File: src/rtl/vga_mode_pkg.sv
package vga_mode_pkg;

  typedef enum logic [1:0] {
    MODE_L350  = 2'b00,
    MODE_L400  = 2'b01,
    MODE_L480  = 2'b10,
    MODE_L480B = 2'b11
  } mode_t;

  // Active level of horizontal sync: 1 = active-high.
  function automatic logic hs_active_high(input logic [1:0] m);
    return (m == 2'b00);
  endfunction

  // Active level of vertical sync: 1 = active-high.
  function automatic logic vs_active_high(input logic [1:0] m);
    return (m == 2'b01);
  endfunction

  function automatic int imax3(input int a, input int b, input int c);
    int r;
    r = a;
    if (b > r) r = b;
    if (c > r) r = c;
    return r;
  endfunction

endpackage

File: src/rtl/vga_hcount.sv
module vga_hcount #(
  parameter int H_TOTAL = 800,
  parameter int HW      = $clog2(H_TOTAL)
) (
  input  logic          clk,
  input  logic          rst,
  output logic [HW-1:0] h_cnt,
  output logic          line_end
);
  localparam logic [HW-1:0] H_LAST = HW'(H_TOTAL - 1);

  assign line_end = (h_cnt == H_LAST);

  always_ff @(posedge clk) begin
    if (rst)           h_cnt <= '0;
    else if (line_end) h_cnt <= '0;
    else               h_cnt <= h_cnt + 1'b1;
  end

  AST_H_WRAP: assert property (@(posedge clk) disable iff (rst)
    (h_cnt == H_LAST) |=> (h_cnt == '0));
  AST_H_STEP: assert property (@(posedge clk) disable iff (rst)
    (h_cnt != H_LAST) |=> (h_cnt == $past(h_cnt) + 1'b1));
endmodule

File: src/rtl/vga_vcount.sv
module vga_vcount #(
  parameter int VW = 10
) (
  input  logic          clk,
  input  logic          rst,
  input  logic          line_end,
  input  logic [VW-1:0] v_last,
  output logic [VW-1:0] v_cnt,
  output logic          frame_end
);
  assign frame_end = line_end && (v_cnt == v_last);

  always_ff @(posedge clk) begin
    if (rst)            v_cnt <= '0;
    else if (frame_end) v_cnt <= '0;
    else if (line_end)  v_cnt <= v_cnt + 1'b1;
  end

  AST_V_HOLD: assert property (@(posedge clk) disable iff (rst)
    !line_end |=> $stable(v_cnt));
  AST_V_STEP: assert property (@(posedge clk) disable iff (rst)
    (line_end && !frame_end) |=> (v_cnt == $past(v_cnt) + 1'b1));
  AST_V_WRAP: assert property (@(posedge clk) disable iff (rst)
    frame_end |=> (v_cnt == '0));
endmodule

File: src/rtl/vga_mode_decode.sv
module vga_mode_decode
  import vga_mode_pkg::*;
#(
  parameter int VW          = 10,
  parameter int V_SYNC      = 2,
  parameter int V350_BACK   = 60,
  parameter int V350_ACTIVE = 350,
  parameter int V350_FRONT  = 37,
  parameter int V400_BACK   = 35,
  parameter int V400_ACTIVE = 400,
  parameter int V400_FRONT  = 12,
  parameter int V480_BACK   = 33,
  parameter int V480_ACTIVE = 480,
  parameter int V480_FRONT  = 10
) (
  input  mode_t         mode,
  output logic [VW-1:0] v_act_start,
  output logic [VW-1:0] v_act_end,
  output logic [VW-1:0] v_last,
  output logic          hs_pos,
  output logic          vs_pos
);
  localparam int S350 = V_SYNC + V350_BACK;
  localparam int S400 = V_SYNC + V400_BACK;
  localparam int S480 = V_SYNC + V480_BACK;
  localparam int E350 = S350 + V350_ACTIVE;
  localparam int E400 = S400 + V400_ACTIVE;
  localparam int E480 = S480 + V480_ACTIVE;

  always_comb begin
    case (mode)
      MODE_L350: begin
        v_act_start = VW'(S350);
        v_act_end   = VW'(E350);
        v_last      = VW'(E350 + V350_FRONT - 1);
      end
      MODE_L400: begin
        v_act_start = VW'(S400);
        v_act_end   = VW'(E400);
        v_last      = VW'(E400 + V400_FRONT - 1);
      end
      default: begin
        v_act_start = VW'(S480);
        v_act_end   = VW'(E480);
        v_last      = VW'(E480 + V480_FRONT - 1);
      end
    endcase
    hs_pos = hs_active_high(mode);
    vs_pos = vs_active_high(mode);
  end
endmodule

File: src/rtl/vga_pixel_out.sv
module vga_pixel_out
  import vga_mode_pkg::*;
#(
  parameter int H_SYNC   = 96,
  parameter int H_BACK   = 48,
  parameter int H_ACTIVE = 640,
  parameter int HW       = 10,
  parameter int V_SYNC   = 2,
  parameter int VW       = 10,
  parameter int XW       = 10,
  parameter int YW       = 9,
  parameter int COLOR_W  = 4
) (
  input  logic               clk,
  input  logic               rst,
  input  logic [1:0]         mode_sel,
  input  logic [HW-1:0]      h_cnt,
  input  logic [VW-1:0]      v_cnt,
  input  logic [VW-1:0]      v_act_start,
  input  logic [VW-1:0]      v_act_end,
  input  logic               hs_pos,
  input  logic               vs_pos,
  input  logic [COLOR_W-1:0] r_in,
  input  logic [COLOR_W-1:0] g_in,
  input  logic [COLOR_W-1:0] b_in,
  output logic               hsync_o,
  output logic               vsync_o,
  output logic               de_o,
  output logic [XW-1:0]      x_o,
  output logic [YW-1:0]      y_o,
  output logic [COLOR_W-1:0] r_o,
  output logic [COLOR_W-1:0] g_o,
  output logic [COLOR_W-1:0] b_o
);
  localparam logic [HW-1:0] H_SYNC_END = HW'(H_SYNC);
  localparam logic [HW-1:0] H_ACT_S    = HW'(H_SYNC + H_BACK);
  localparam logic [HW-1:0] H_ACT_E    = HW'(H_SYNC + H_BACK + H_ACTIVE);
  localparam logic [VW-1:0] V_SYNC_END = VW'(V_SYNC);

  logic          h_sync_act, v_sync_act, h_vis, v_vis, vis;
  logic [HW-1:0] x_full;
  logic [VW-1:0] y_full;

  always_comb begin
    h_sync_act = (h_cnt < H_SYNC_END);
    v_sync_act = (v_cnt < V_SYNC_END);
    h_vis      = (h_cnt >= H_ACT_S) && (h_cnt < H_ACT_E);
    v_vis      = (v_cnt >= v_act_start) && (v_cnt < v_act_end);
    vis        = h_vis && v_vis;
    x_full     = h_cnt - H_ACT_S;
    y_full     = v_cnt - v_act_start;
  end

  always_ff @(posedge clk) begin
    if (rst) begin
      hsync_o <= ~hs_active_high(mode_sel);
      vsync_o <= ~vs_active_high(mode_sel);
      de_o    <= 1'b0;
      x_o     <= '0;
      y_o     <= '0;
      r_o     <= '0;
      g_o     <= '0;
      b_o     <= '0;
    end else begin
      hsync_o <= hs_pos ? h_sync_act : ~h_sync_act;
      vsync_o <= vs_pos ? v_sync_act : ~v_sync_act;
      de_o    <= vis;
      x_o     <= vis ? XW'(x_full) : '0;
      y_o     <= vis ? YW'(y_full) : '0;
      r_o     <= vis ? r_in : '0;
      g_o     <= vis ? g_in : '0;
      b_o     <= vis ? b_in : '0;
    end
  end

  AST_DE_XY_ZERO: assert property (@(posedge clk) disable iff (rst)
    !de_o |-> (x_o == '0 && y_o == '0));
  AST_BLANK_BLACK: assert property (@(posedge clk) disable iff (rst)
    !de_o |-> (r_o == '0 && g_o == '0 && b_o == '0));
  AST_SYNC_NO_DE: assert property (@(posedge clk) disable iff (rst)
    (hsync_o == hs_pos) |-> !de_o);
endmodule

File: src/rtl/vga_timing_gen.sv
module vga_timing_gen
  import vga_mode_pkg::*;
#(
  parameter int H_SYNC      = 96,
  parameter int H_BACK      = 48,
  parameter int H_ACTIVE    = 640,
  parameter int H_FRONT     = 16,
  parameter int V_SYNC      = 2,
  parameter int V350_BACK   = 60,
  parameter int V350_ACTIVE = 350,
  parameter int V350_FRONT  = 37,
  parameter int V400_BACK   = 35,
  parameter int V400_ACTIVE = 400,
  parameter int V400_FRONT  = 12,
  parameter int V480_BACK   = 33,
  parameter int V480_ACTIVE = 480,
  parameter int V480_FRONT  = 10,
  parameter int COLOR_W     = 4,
  localparam int XW = $clog2(H_ACTIVE),
  localparam int YW = $clog2(imax3(V350_ACTIVE, V400_ACTIVE, V480_ACTIVE))
) (
  input  logic               clk,
  input  logic               rst,
  input  logic [1:0]         mode_sel,
  input  logic [COLOR_W-1:0] red_in,
  input  logic [COLOR_W-1:0] green_in,
  input  logic [COLOR_W-1:0] blue_in,
  output logic               hsync,
  output logic               vsync,
  output logic               disp_en,
  output logic [XW-1:0]      pix_x,
  output logic [YW-1:0]      pix_y,
  output logic [COLOR_W-1:0] red_out,
  output logic [COLOR_W-1:0] green_out,
  output logic [COLOR_W-1:0] blue_out
);
  localparam int H_TOTAL = H_SYNC + H_BACK + H_ACTIVE + H_FRONT;
  localparam int HW      = $clog2(H_TOTAL);
  localparam int V_TMAX  = imax3(V_SYNC + V350_BACK + V350_ACTIVE + V350_FRONT,
                                 V_SYNC + V400_BACK + V400_ACTIVE + V400_FRONT,
                                 V_SYNC + V480_BACK + V480_ACTIVE + V480_FRONT);
  localparam int VW      = $clog2(V_TMAX);

  logic [HW-1:0] h_cnt;
  logic [VW-1:0] v_cnt, v_act_start, v_act_end, v_last;
  logic          line_end, frame_end, hs_pos, vs_pos;
  mode_t         mode_q;

  // Format latch: loaded in reset and at the frame wrap only.
  always_ff @(posedge clk) begin
    if (rst || frame_end) mode_q <= mode_t'(mode_sel);
  end

  vga_hcount #(.H_TOTAL(H_TOTAL), .HW(HW)) u_hcnt (
    .clk(clk), .rst(rst), .h_cnt(h_cnt), .line_end(line_end)
  );

  vga_mode_decode #(
    .VW(VW), .V_SYNC(V_SYNC),
    .V350_BACK(V350_BACK), .V350_ACTIVE(V350_ACTIVE), .V350_FRONT(V350_FRONT),
    .V400_BACK(V400_BACK), .V400_ACTIVE(V400_ACTIVE), .V400_FRONT(V400_FRONT),
    .V480_BACK(V480_BACK), .V480_ACTIVE(V480_ACTIVE), .V480_FRONT(V480_FRONT)
  ) u_dec (
    .mode(mode_q), .v_act_start(v_act_start), .v_act_end(v_act_end),
    .v_last(v_last), .hs_pos(hs_pos), .vs_pos(vs_pos)
  );

  vga_vcount #(.VW(VW)) u_vcnt (
    .clk(clk), .rst(rst), .line_end(line_end), .v_last(v_last),
    .v_cnt(v_cnt), .frame_end(frame_end)
  );

  vga_pixel_out #(
    .H_SYNC(H_SYNC), .H_BACK(H_BACK), .H_ACTIVE(H_ACTIVE), .HW(HW),
    .V_SYNC(V_SYNC), .VW(VW), .XW(XW), .YW(YW), .COLOR_W(COLOR_W)
  ) u_out (
    .clk(clk), .rst(rst), .mode_sel(mode_sel),
    .h_cnt(h_cnt), .v_cnt(v_cnt),
    .v_act_start(v_act_start), .v_act_end(v_act_end),
    .hs_pos(hs_pos), .vs_pos(vs_pos),
    .r_in(red_in), .g_in(green_in), .b_in(blue_in),
    .hsync_o(hsync), .vsync_o(vsync), .de_o(disp_en),
    .x_o(pix_x), .y_o(pix_y),
    .r_o(red_out), .g_o(green_out), .b_o(blue_out)
  );

  AST_MODE_HOLD: assert property (@(posedge clk) disable iff (rst)
    !frame_end |=> $stable(mode_q));
endmodule

File: config.mk
export PLATFORM = sky130hd
export DESIGN_NAME = vga_timing_gen
export DESIGN_NICKNAME = d
export VERILOG_FILES = /design/src/rtl/vga_mode_pkg.sv /design/src/rtl/vga_hcount.sv /design/src/rtl/vga_vcount.sv /design/src/rtl/vga_mode_decode.sv /design/src/rtl/vga_pixel_out.sv /design/src/rtl/vga_timing_gen.sv
export SDC_FILE = /design/constraint.sdc
export NUM_CORES = 1
export LEC_CHECK = 0
export ABC_AREA = 0
export BUFFER_PORTS_ARGS = -buffer_cell sky130_fd_sc_hd__buf_2
export CORE_UTILIZATION = 54
export DETAILED_ROUTE_END_ITERATION = 6
export PLACE_DENSITY_LB_ADDON = 0.05
export SYNTH_ARGS = -nofsm -noshare
export SYNTH_HDL_FRONTEND = slang
export SYNTH_SLANG_ARGS = --single-unit
export TNS_END_PERCENT = 5
File: constraint.sdc
create_clock -name clk -period 3.4 [get_ports clk]
set_input_delay 0.17 -clock clk [delete_from_list [all_inputs] [get_ports clk]]
set_output_delay 0.17 -clock clk [all_outputs]
set_load 0.005 [all_outputs]
==> metrics.md, run 1 <==
| Metric | Value |
|---|---|
| Status | `complete, no violations` |
| Synthesized instance count | `between 200 and 300` |
| Placer congestion estimate | `0.8858` |
| Global-route wire length before repair | `between 7000 and 8000 um` |
| Number of enable flip-flop cells after synthesis | `2` |
| Leakage | `1.356 nW` |
| DR top layer | `met4` |
| Internal Power | `0.9610 mW` |
| Die Ht | `around 70 um` |
| Fillers | `382` |
| Wirelength, routed | `4450 um` |
| Clk pwr share | `39.4%` |
| Top post-synthesis cells by area | `dfxtp_1 (43%), ha_1 (9.0%), nor2_1 (5.3%), xor2_1 (4.6%), xnor2_1 (3.9%)` |
| Slowest-stage cell, CP | `or3_1` |
| Met3 wire length | `252 um` |
| Avg Inst Size Synth | `9.474 um2` |
| Cells on worst reg2reg path | `10` |
| Max rail drop VDD | `approximately 0.22 mV` |
| Unrepaired setup endpoints after global routing | `no` |
| Fin util | `65.59%` |
| Hold wc startpoint | `red_in[1]` |
| Resize count post-CTS | `0` |
| Pins Over Slew Limit | `0` |
| Remaining DRCs | `0` |
| Number of cell rows | `24` |
| Worst EP arrival | `3.22 ns` |
| WHS | `0.04833 ns` |
| Part of the power in combinational logic | `5.0%` |
| Synth top area share | `43.22%` |
| Worst Hold Path Cells | `2` |
| Worst Tran Pin Value | `roughly 0.67 ns` |
| WP data required | `3.62 ns` |
| H-tree depth | `2` |
| Post-DP HPWL | `about 3300 um` |
| Worst-path clk slew | `roughly 0.10 ns` |
| Skew-Pair Late Insertion Delay | `0.31 ns` |
| Hold-fix buffers, CTS | `0` |
| Hold endpoint | `u_out.r_o[1]` |
| Drt first pass iters | `4` |
| Total power density per cell area | `418.8 nW/um2` |
| Wl on met1 | `roughly 2300 um` |
| Root buf cell | `clkbuf_8` |
| Synth warn | `0` |
| Critical path launch point type | `register` |
| CTS Buffer Depth | `2` |
| Commonest cells after routing, fill and taps aside | `dfxtp_1 (54), buf_2 (49), nor2_1 (35), ha_1 (18), and2_1 (15)` |
| CP max FO | `17` |
| Setup violations, final | `0` |
| Crit path time final | `3.002 ns` |
| Maximum number of pins on one net before global-route repair | `19` |
| Crit share post-route | `88.28%` |
| Crit-path max cell delay | `0.53 ns` |
| Max-cap viol count | `0` |
| Tot Pwr | `~1.2 mW` |
| Starting Density | `a little under three fifths` |
| Fraction of registers with async set/reset | `0%` |
| Area leader, netlist | `dfxtp_1` |
| Grt total ovfl | `0` |
| Core Area | `between 4000 and 5000 um2` |
| Share of layout cells above drive strength 1 | `between 20% and 30%` |
| Initial antenna violation count | `0` |
| Setup TNS Final | `0 ns` |
| Via density | `5.239` |
| RR Endpoint | `u_out.x_o[2]` |
| Commonest register cell after synthesis | `dfxtp_1` |
| Syn_nets | `299` |
| Die W | `about 70 um` |
| Met2 WL post-DR | `1870 um` |
| HP Class | `primary input to register` |
| Number of diodes | `0` |
| WS Path Type | `register to register` |
| Hold Vio Cnt, Final | `0` |
| Sequential power share | `~56%` |
| Final ANT Viol Nets | `0` |
| DR WL/cell | `12.23 um` |
| Vias | `around 1900` |
| Most common cell after layout, fill and taps aside | `dfxtp_1` |
| Max Clk Rate | `0.3332 GHz` |
| Worst Clk Skew | `0.01069 ns` |
| Sink Count | `56` |
| Num CTS Buffers | `5` |
| Mapped Area | `2501 um2` |
| DIE AREA | `4908 um2` |
| Post-CTS Setup Inserts | `0` |
| Synth-to-Final Area Change | `15.76%` |
| GRT Util Overall | `around 20%` |
| Register-to-register setup slack | `approximately 0.4 ns` |
| Clock tree from TritonCTS | `built` |
| Seq/Total Area, Yosys | `45.62%` |
| Sw power | `0.2514 mW` |
| Synthesized flop and latch total | `between 50 and 60` |
| Number of global-route vias before repair | `about 1700` |
| IO Port Bufs | `49` |
| Post-synth cell types | `45` |
| IO Count | `50` |
| Sw Share | `20.73%` |
| Total Nets Final | `about 350` |
| Critical Path End Type | `register` |
| Headroom to the max-slew limit | `55.62%` |
| CP cell instances | `or2_2, ha_1, inv_1, fa_1, a21oi_2, o21a_1, o211a_1, or3_1, clkinv_4, and2_1` |
| Starting DRT DRC Count | `76` |
| Reg2reg start | `mode_q[1]` |
metrics by stage:
| stage | instance area (um2) | worst slack (ns) | cells |
|---|---|---|---|
| after floorplan | 2501 | 0.8111 | 264 |
| after global placement | 2763 | 0.4999 | 356 |
| after detailed placement | 2763 | 0.3609 | 356 |
| after CTS | 2895 | 0.3529 | 364 |
| after global routing | 2895 | 0.1482 | 364 |
| final | 2895 | 0.3984 | 364 |
synth_stat cells (2+ instances only):
cell type / number
a211oi_1: 2
a21o_1: 2
a21oi_1: 5
and2_1: 15
and3_1: 5
and4_1: 3
buf_2: 3
buf_6: 2
clkbuf_1: 5
dfxtp_1: 54
edfxtp_1: 2
ha_1: 18
inv_1: 13
nand2_1: 9
nand2b_1: 3
nand3_1: 7
nand4_1: 6
nor2_1: 35
nor2b_1: 2
nor3_1: 7
nor4_1: 4
o211ai_1: 2
o21a_1: 5
o21ai_0: 10
or2_2: 2
or3_1: 2
xnor2_1: 11
xor2_1: 13
flip-flops by register name (all words and copies together) (netlist names), 2 cells and up:
signal        cells
u_out.x_o        10
u_out.y_o         9
u_out.b_o         4
u_vcnt.v_cnt     10
u_out.g_o         4
mode_q            2
u_out.r_o         4
u_hcnt.h_cnt     10
worst max-delay path: cells and delay by family (launching register included):
| family | cells | cell delay (ns) |
|---|---|---|
| and+or+nand+nor | 3 | 0.95 |
| DFF | 1 | 0.48 |
| AOI/OAI and AO/OA | 3 | 0.53 |
| buffers and inverters | 2 | 0.28 |
| adders and majority gates | 2 | 0.66 |
cell type report:
| cell class | count | area, um2 | area share, % |
|---|---|---|---|
| inverter | 14 | 57.56 | 1.988 |
| clock inverter | 2 | 38.79 | 1.340 |
| timing repair buffer | 51 | 260.3 | 8.989 |
| tap | 52 | 65.06 | 2.247 |
| multi-input combinational | 183 | 1239 | 42.78 |
| sequential | 56 | 1141 | 39.41 |
| clock buffer | 6 | 93.84 | 3.241 |
power groups by stage:
| stage | clock (mW) | combinational, mW | sequential [mW] |
|---|---|---|---|
| after CTS | 0.491 | 0.0617 | 0.673 |
| after global placement | 0 | 0.0610 | 0.688 |
| after floorplan | 0 | 0.0398 | 0.687 |
| after detailed placement | 0 | 0.0609 | 0.688 |
| final | 0.478 | 0.0611 | 0.674 |
| after global routing | 0.512 | 0.0701 | 0.675 |
how the worst max path moves through the flow:
stage | from | endpoint | slack, ns
after floorplan | mode_q[1] | u_out.b_o[0] | 0.81
after global placement | mode_q[1] | u_out.x_o[2] | 0.50
after detailed placement | mode_q[1] | u_out.x_o[2] | 0.36
after CTS | mode_q[1] | u_out.x_o[2] | 0.35
after global routing | mode_q[1] | u_out.b_o[2] | 0.15
final | mode_q[1] | u_out.x_o[2] | 0.40
routing by layer:
| layer | global-route usage, % | vias up |
|---|---|---|
| met3 | 4.762 | 7 |
| met4 | 8.222 | 0 |
| met1 | 27.32 | 850 |
| met2 | 28.74 | 62 |
| met5 | 0 | - |
| li1 | - | 988 |
logic make-up after synthesis:
| group | share of synthesized area (%) |
|---|---|
| and+or+nand+nor | 22.21 |
| DFF | 45.62 |
| AOI/OAI and AO/OA | 8.704 |
| buffers and inverters | 4.853 |
| xor gates and xnor gates | 8.404 |
| adders and majority gates | 9.805 |
| muxes | 0.4002 |
(Power assumes the default switching activity.)
==> run 2: changes to the inputs <==
--- a/config.mk
+++ b/config.mk
@@ -9,7 +9,8 @@
 export BUFFER_PORTS_ARGS = -buffer_cell sky130_fd_sc_hd__buf_2
 export CORE_UTILIZATION = 54
 export DETAILED_ROUTE_END_ITERATION = 6
-export PLACE_DENSITY_LB_ADDON = 0.05
+export GPL_TIMING_DRIVEN = 0
+export PLACE_DENSITY = 0.91
 export SYNTH_ARGS = -nofsm -noshare
 export SYNTH_HDL_FRONTEND = slang
 export SYNTH_SLANG_ARGS = --single-unit
==> metrics.md, run 2 (same netlist as run 1, synthesis figures left out) <==
| Metric | Value |
|---|---|
| Post-DP HPWL | `3532 um` |
| Critical Path End Type | `register` |
| Setup violations, final | `0` |
| Via density | `between 5 and 6` |
| Initial antenna violation count | `0` |
| Total Nets Final | `355` |
| Crit share post-route | `84.99%` |
| Worst Clk Skew | `0.01195 ns` |
| Maximum number of pins on one net before global-route repair | `17` |
| Skew-Pair Late Insertion Delay | `slightly above 0.3 ns` |
| Unrepaired setup endpoints after global routing | `no` |
| Pins Over Slew Limit | `0` |
| Design area | `2893 um2` |
| Max-cap viol count | `0` |
| Fin util | `between 60% and 70%` |
| H-tree depth | `2` |
| CP max FO | `10` |
| WP data required | `3.65 ns` |
| Worst EP arrival | `3.14 ns` |
| Commonest cells after routing, fill and taps aside | `dfxtp_1 (54), buf_2 (52), nor2_1 (35), ha_1 (18), and2_1 (15)` |
| Resize count post-CTS | `0` |
| Final ANT Viol Nets | `0` |
| Leakage | `1.358 nW` |
| Drt first pass iters | `4` |
| Placer congestion estimate | `0.8769` |
| Hold Vio Cnt, Final | `0` |
| Num CTS Buffers | `5` |
| Max rail drop VDD | `0.1527 mV` |
| Status | `complete, no violations` |
| Max Clk Rate | `0.3461 GHz` |
| IO Port Bufs | `49` |
| Worst-path clk slew | `roughly 0.1 ns` |
| Root buf cell | `clkbuf_8` |
| Fillers | `360` |
| Sink Count | `56` |
| Synth-to-Final Area Change | `15.66%` |
| Biggest regs | `u_hcnt.h_cnt (10), u_out.x_o (10), u_vcnt.v_cnt (10)` |
| CTS Buffer Depth | `2` |
| Hold-fix buffers, CTS | `0` |
| Total power density per cell area | `374.8 nW/um2` |
| Worst Tran Pin Value | `0.5483 ns` |
| Wirelength, routed | `approximately 5000 um` |
| HP Class | `primary input to register` |
| Die Ht | `70.06 um` |
| Most common cell after layout, fill and taps aside | `dfxtp_1` |
| IO Count | `50` |
| Clock tree from TritonCTS | `built` |
| Post-CTS Setup Inserts | `0` |
| Share of layout cells above drive strength 1 | `20.94%` |
| Remaining DRCs | `0` |
| Crit path time final | `~2.9 ns` |
| Vias | `1992` |
| Setup TNS Final | `0 ns` |
| WS Path Type | `register to register` |
| Grt total ovfl | `0` |
| DR WL/cell | `between 10 and 15 um` |
| Global-route wire length before repair | `slightly above 8000 um` |
| Number of diodes | `0` |
| Core Area | `4414 um2` |
| Number of cell rows | `24` |
| Placed Area | `2811 um2` |
| Number of global-route vias before repair | `1885` |
| Critical path launch point type | `register` |
| Die W | `70.06 um` |
| Headroom to the max-slew limit | `63.06%` |
| DIE AREA | `4908 um2` |
| Starting Density | `56.66%` |
| Starting DRT DRC Count | `168` |
| GRT Util Overall | `20.99%` |
run 2: final cells by class:
class	count	area (um2)	area share, %
multi-input combinational	183	1239	42.82
sequential	56	1141	39.45
timing repair buffer	49	245.2	8.478
clock buffer	5	68.82	2.379
tap	52	65.06	2.249
buffer	11	63.81	2.206
inverter	14	57.56	1.990
clock inverter	2	12.51	0.4325
run 2: final timing paths:
kind | start | endpoint | slack [ns] | depth (start not counted)
worst min-delay path | blue_in[1] | u_out.b_o[1] | 0.05 | 2
worst min register to register | u_hcnt.h_cnt[0] | u_hcnt.h_cnt[0] | 0.51 | 1
worst max register to register | mode_q[1] | u_out.b_o[0] | 0.51 | 12
worst max-delay path | mode_q[1] | u_out.b_o[0] | 0.51 | 12
run 2: metal layers:
| metal | share of wire, % | up-vias | track usage [%] |
|---|---|---|---|
| li1 | - | 1001 | - |
| met1 | 45 | 895 | 25.30 |
| met2 | 46 | 86 | 34.29 |
| met3 | 6.9 | 10 | 6.061 |
| met4 | 1.9 | 0 | 10.00 |
| met5 | 0 | - | 0 |
run 2: critical path, cell delays in order, from the launching register on:
cell and delay, ns:
edfxtp_1 0.51, or2_2 0.38, ha_1 0.24, inv_1 0.09
fa_1 0.24, a21oi_2 0.09, o21a_1 0.23, o211a_1 0.22
or3_1 0.38, buf_6 0.15, clkinv_4 0.06, buf_6 0.12
and2_1 0.14
run 2: metrics by stage:
step / power [mW] / instances / hold WS [ns] / setup WS, ns
after floorplan: 0.7270 / 264 / 0.2424 / 0.8111
after global placement: 0.7478 / 365 / 0.3723 / 0.6132
after detailed placement: 0.7506 / 365 / 0.3744 / 0.5274
after CTS: 1.088 / 372 / 0.05362 / 0.5045
after global routing: 1.126 / 372 / 0.04813 / 0.3563
final: 1.084 / 372 / 0.05405 / 0.5105
run 2: power by group:
| group | internal, mW | switching, mW |
|---|---|---|
| sequential | 0.667 | 0.00676 |
| clock | 0.140 | 0.207 |
| combinational | 0.0286 | 0.0359 |
| total | 0.835 | 0.249 |
==> run 3: changes to the inputs <==
--- a/config.mk
+++ b/config.mk
@@ -7,10 +7,10 @@
 export LEC_CHECK = 0
 export ABC_AREA = 0
 export BUFFER_PORTS_ARGS = -buffer_cell sky130_fd_sc_hd__buf_2
-export CORE_UTILIZATION = 54
+export CORE_UTILIZATION = 49
 export DETAILED_ROUTE_END_ITERATION = 6
 export GPL_TIMING_DRIVEN = 0
-export PLACE_DENSITY = 0.91
+export PLACE_DENSITY = 0.87
 export SYNTH_ARGS = -nofsm -noshare
 export SYNTH_HDL_FRONTEND = slang
 export SYNTH_SLANG_ARGS = --single-unit
==> constraint.sdc (replaced) <==
create_clock -name clk -period 2.3 [get_ports clk]
set_input_delay 0.115 -clock clk [delete_from_list [all_inputs] [get_ports clk]]
set_output_delay 0.115 -clock clk [all_outputs]
set_load 0.005 [all_outputs]
==> metrics.md, run 3 (same netlist as run 1, synthesis figures left out) <==
| Metric | Value |
|---|---|
| Final ANT Viol Nets | `0` |
| Setup violations, final | `25` |
| IO Port Bufs | `around 50` |
| Die W | `roughly 73 um` |
| Starting DRT DRC Count | `150` |
| CP max FO | `8` |
| Placer congestion estimate | `0.8546` |
| Pins Over Slew Limit | `0` |
| Total Nets Final | `between 300 and 400` |
| Critical Path End Type | `register` |
| Max-cap viol count | `0` |
| Worst-path clk slew | `0.10 ns` |
| Sequential power share | `~61%` |
| Max Clk Rate | `0.4184 GHz` |
| IO Count | `50` |
| Skew-Pair Late Insertion Delay | `0.31 ns` |
| Number of diodes | `0` |
| DR WL/cell | `approximately 12 um` |
| Failing checks | `setup timing` |
| Met2 WL post-DR | `2358 um` |
| Slowest-stage cell, CP | `edfxtp_1` |
| Headroom to the max-slew limit | `between 60% and 70%` |
| Synth-to-Final Area Change | `20.76%` |
| Sw power | `0.3802 mW` |
| Drt first pass iters | `4` |
| Hold Vio Cnt, Final | `0` |
| Die Ht | `73.45 um` |
| Root buf cell | `clkbuf_8` |
| Worst EP arrival | `2.64 ns` |
| Worst Tran Pin Value | `0.5281 ns` |
| WP data required | `2.55 ns` |
| Sink Count | `56` |
| Fillers | `417` |
| Hold wc startpoint | `red_in[1]` |
| Share of layout cells above drive strength 1 | `24.16%` |
| Pre-CTS WS | `-0.3292 ns` |
| Num CTS Buffers | `5` |
| DR top layer | `met4` |
| Number of global-route vias before repair | `1822` |
| Part of the power in combinational logic | `6.7%` |
| Most common cell after layout, fill and taps aside | `dfxtp_1` |
| Worst Hold Path Cells | `2` |
| Global-route wire length before repair | `7810 um` |
| Status | `complete, but fails checks` |
| CP startpoint | `mode_q[1]` |
| CTS Buffer Depth | `2` |
| CP cell instances | `or2_4, ha_4, inv_2, fa_2, a21oi_2, o21a_1, o211a_1, or3_4, clkinv_8, buf_6, and2_1` |
| Crit path time final | `2.390 ns` |
| Clk pwr share | `32.5%` |
| Unrepaired setup endpoints after global routing | `yes` |
| Family with the most delay on the worst path | `simple AND/OR/NAND/NOR gates` |
| GRT Util Overall | `18.93%` |
| Wirelength, routed | `4842 um` |
| Hold endpoint | `u_out.r_o[1]` |
| H-tree depth | `2` |
| Grt total ovfl | `0` |
| Crit-path max cell delay | `0.43 ns` |
| DIE AREA | `5394 um2` |
| Internal Power | `about 1.3 mW` |
| Via density | `roughly 5.0` |
| Reg2reg start | `mode_q[1]` |
| Sw Share | `23.23%` |
| Initial antenna violation count | `0` |
| Max rail drop VDD | `0.2857 mV` |
| RR Endpoint | `u_out.b_o[3]` |
| CP Buf/Inv Count | `3` |
| Starting Density | `about 52%` |
| Fin util | `around 63%` |
| Biggest regs | `u_hcnt.h_cnt (10), u_out.x_o (10), u_vcnt.v_cnt (10)` |
| Worst Clk Skew | `0.006619 ns` |
| Register-to-register setup slack | `-0.09 ns` |
| Met3 wire length | `327 um` |
| Remaining DRCs | `0` |
| Crit share post-route | `103.9%` |
| Commonest cells after routing, fill and taps aside | `dfxtp_1 (54), buf_2 (52), nor2_1 (35), ha_1 (16), and2_1 (15)` |
| Core Area | `between 4000 and 5000 um2` |
| Leakage | `approximately 1.4 nW` |
| Total power density per cell area | `541.9 nW/um2` |
| WS Path Type | `register to register` |
| Clock tree from TritonCTS | `built` |
| Maximum number of pins on one net before global-route repair | `19` |
| Critical path launch point type | `register` |
| Number of cell rows | `25` |
| HP Class | `primary input to register` |
| Wl on met1 | `~2100 um` |
| Cells on worst reg2reg path | `11` |
| Post-DP HPWL | `~3600 um` |
| Worst setup margin | `-0.09022 ns` |
| Vias | `1985` |
## run 3: how the worst max path moves through the flow
stage / to / cells after the start / slack (ns)
floorplan: u_out.b_o[0] / 12 / -0.12
global placement: u_out.b_o[3] / 12 / -0.29
detailed placement: u_out.g_o[3] / 12 / -0.33
CTS: u_out.g_o[3] / 12 / -0.08
global route: u_out.g_o[2] / 11 / -0.20
finish: u_out.b_o[3] / 11 / -0.09
## run 3: cell type report
type | instances | area, um2 | area share, %
plain buffers | 10 | 57.56 | 1.906
clock buffers | 5 | 68.82 | 2.278
clock inverters | 3 | 20.02 | 0.6628
inverters | 14 | 65.06 | 2.154
multi-input cells | 183 | 1277 | 42.30
flip-flops and latches | 56 | 1141 | 37.78
well taps | 67 | 83.83 | 2.775
repair buffers | 56 | 306.5 | 10.15
## run 3: layer usage
layer  global-route usage [%]  vias to the layer above
met4                    6.410                        0
li1                         -                     1012
met2                    32.62                       71
met3                    5.075                        9
met5                        0                        -
met1                    22.71                      893
## run 3: power by group through the flow
stage	Sequential [mW]	Clock, mW	Combinational (mW)
final	0.994	0.532	0.110
after global routing	0.996	0.592	0.123
after CTS	0.994	0.545	0.106
after detailed placement	1.02	0	0.0956
after global placement	1.02	0	0.0927
after floorplan	1.02	0	0.0623
## run 3: timing repair
| action | 4_1_cts | 5_1_grt |
|---|---|---|
| setup endpoints to repair | 34 | 32 |
| hold buffers | 1 | 1 |
| gates cloned | 1 | 0 |
| gates resized for setup | 4 | 5 |
| setup buffers | 4 | 0 |
| hold endpoints to repair | 1 | 1 |
| pin swaps | 5 | 2 |
## run 3: through the flow
stage / power (mW) / hold slack, ns / setup TNS, ns / cells / cell area (um2)
after global placement: 1.111 / 0.3176 / -7.610 / 380 / 2848
after global routing: 1.711 / 0.004097 / -4.570 / 394 / 3020
after detailed placement: 1.114 / 0.3218 / -8.679 / 380 / 2848
after CTS: 1.646 / 0.001547 / -1.258 / 394 / 3000
after floorplan: 1.078 / 0.1874 / -2.668 / 264 / 2519
final: 1.637 / 0.01171 / -1.507 / 394 / 3020
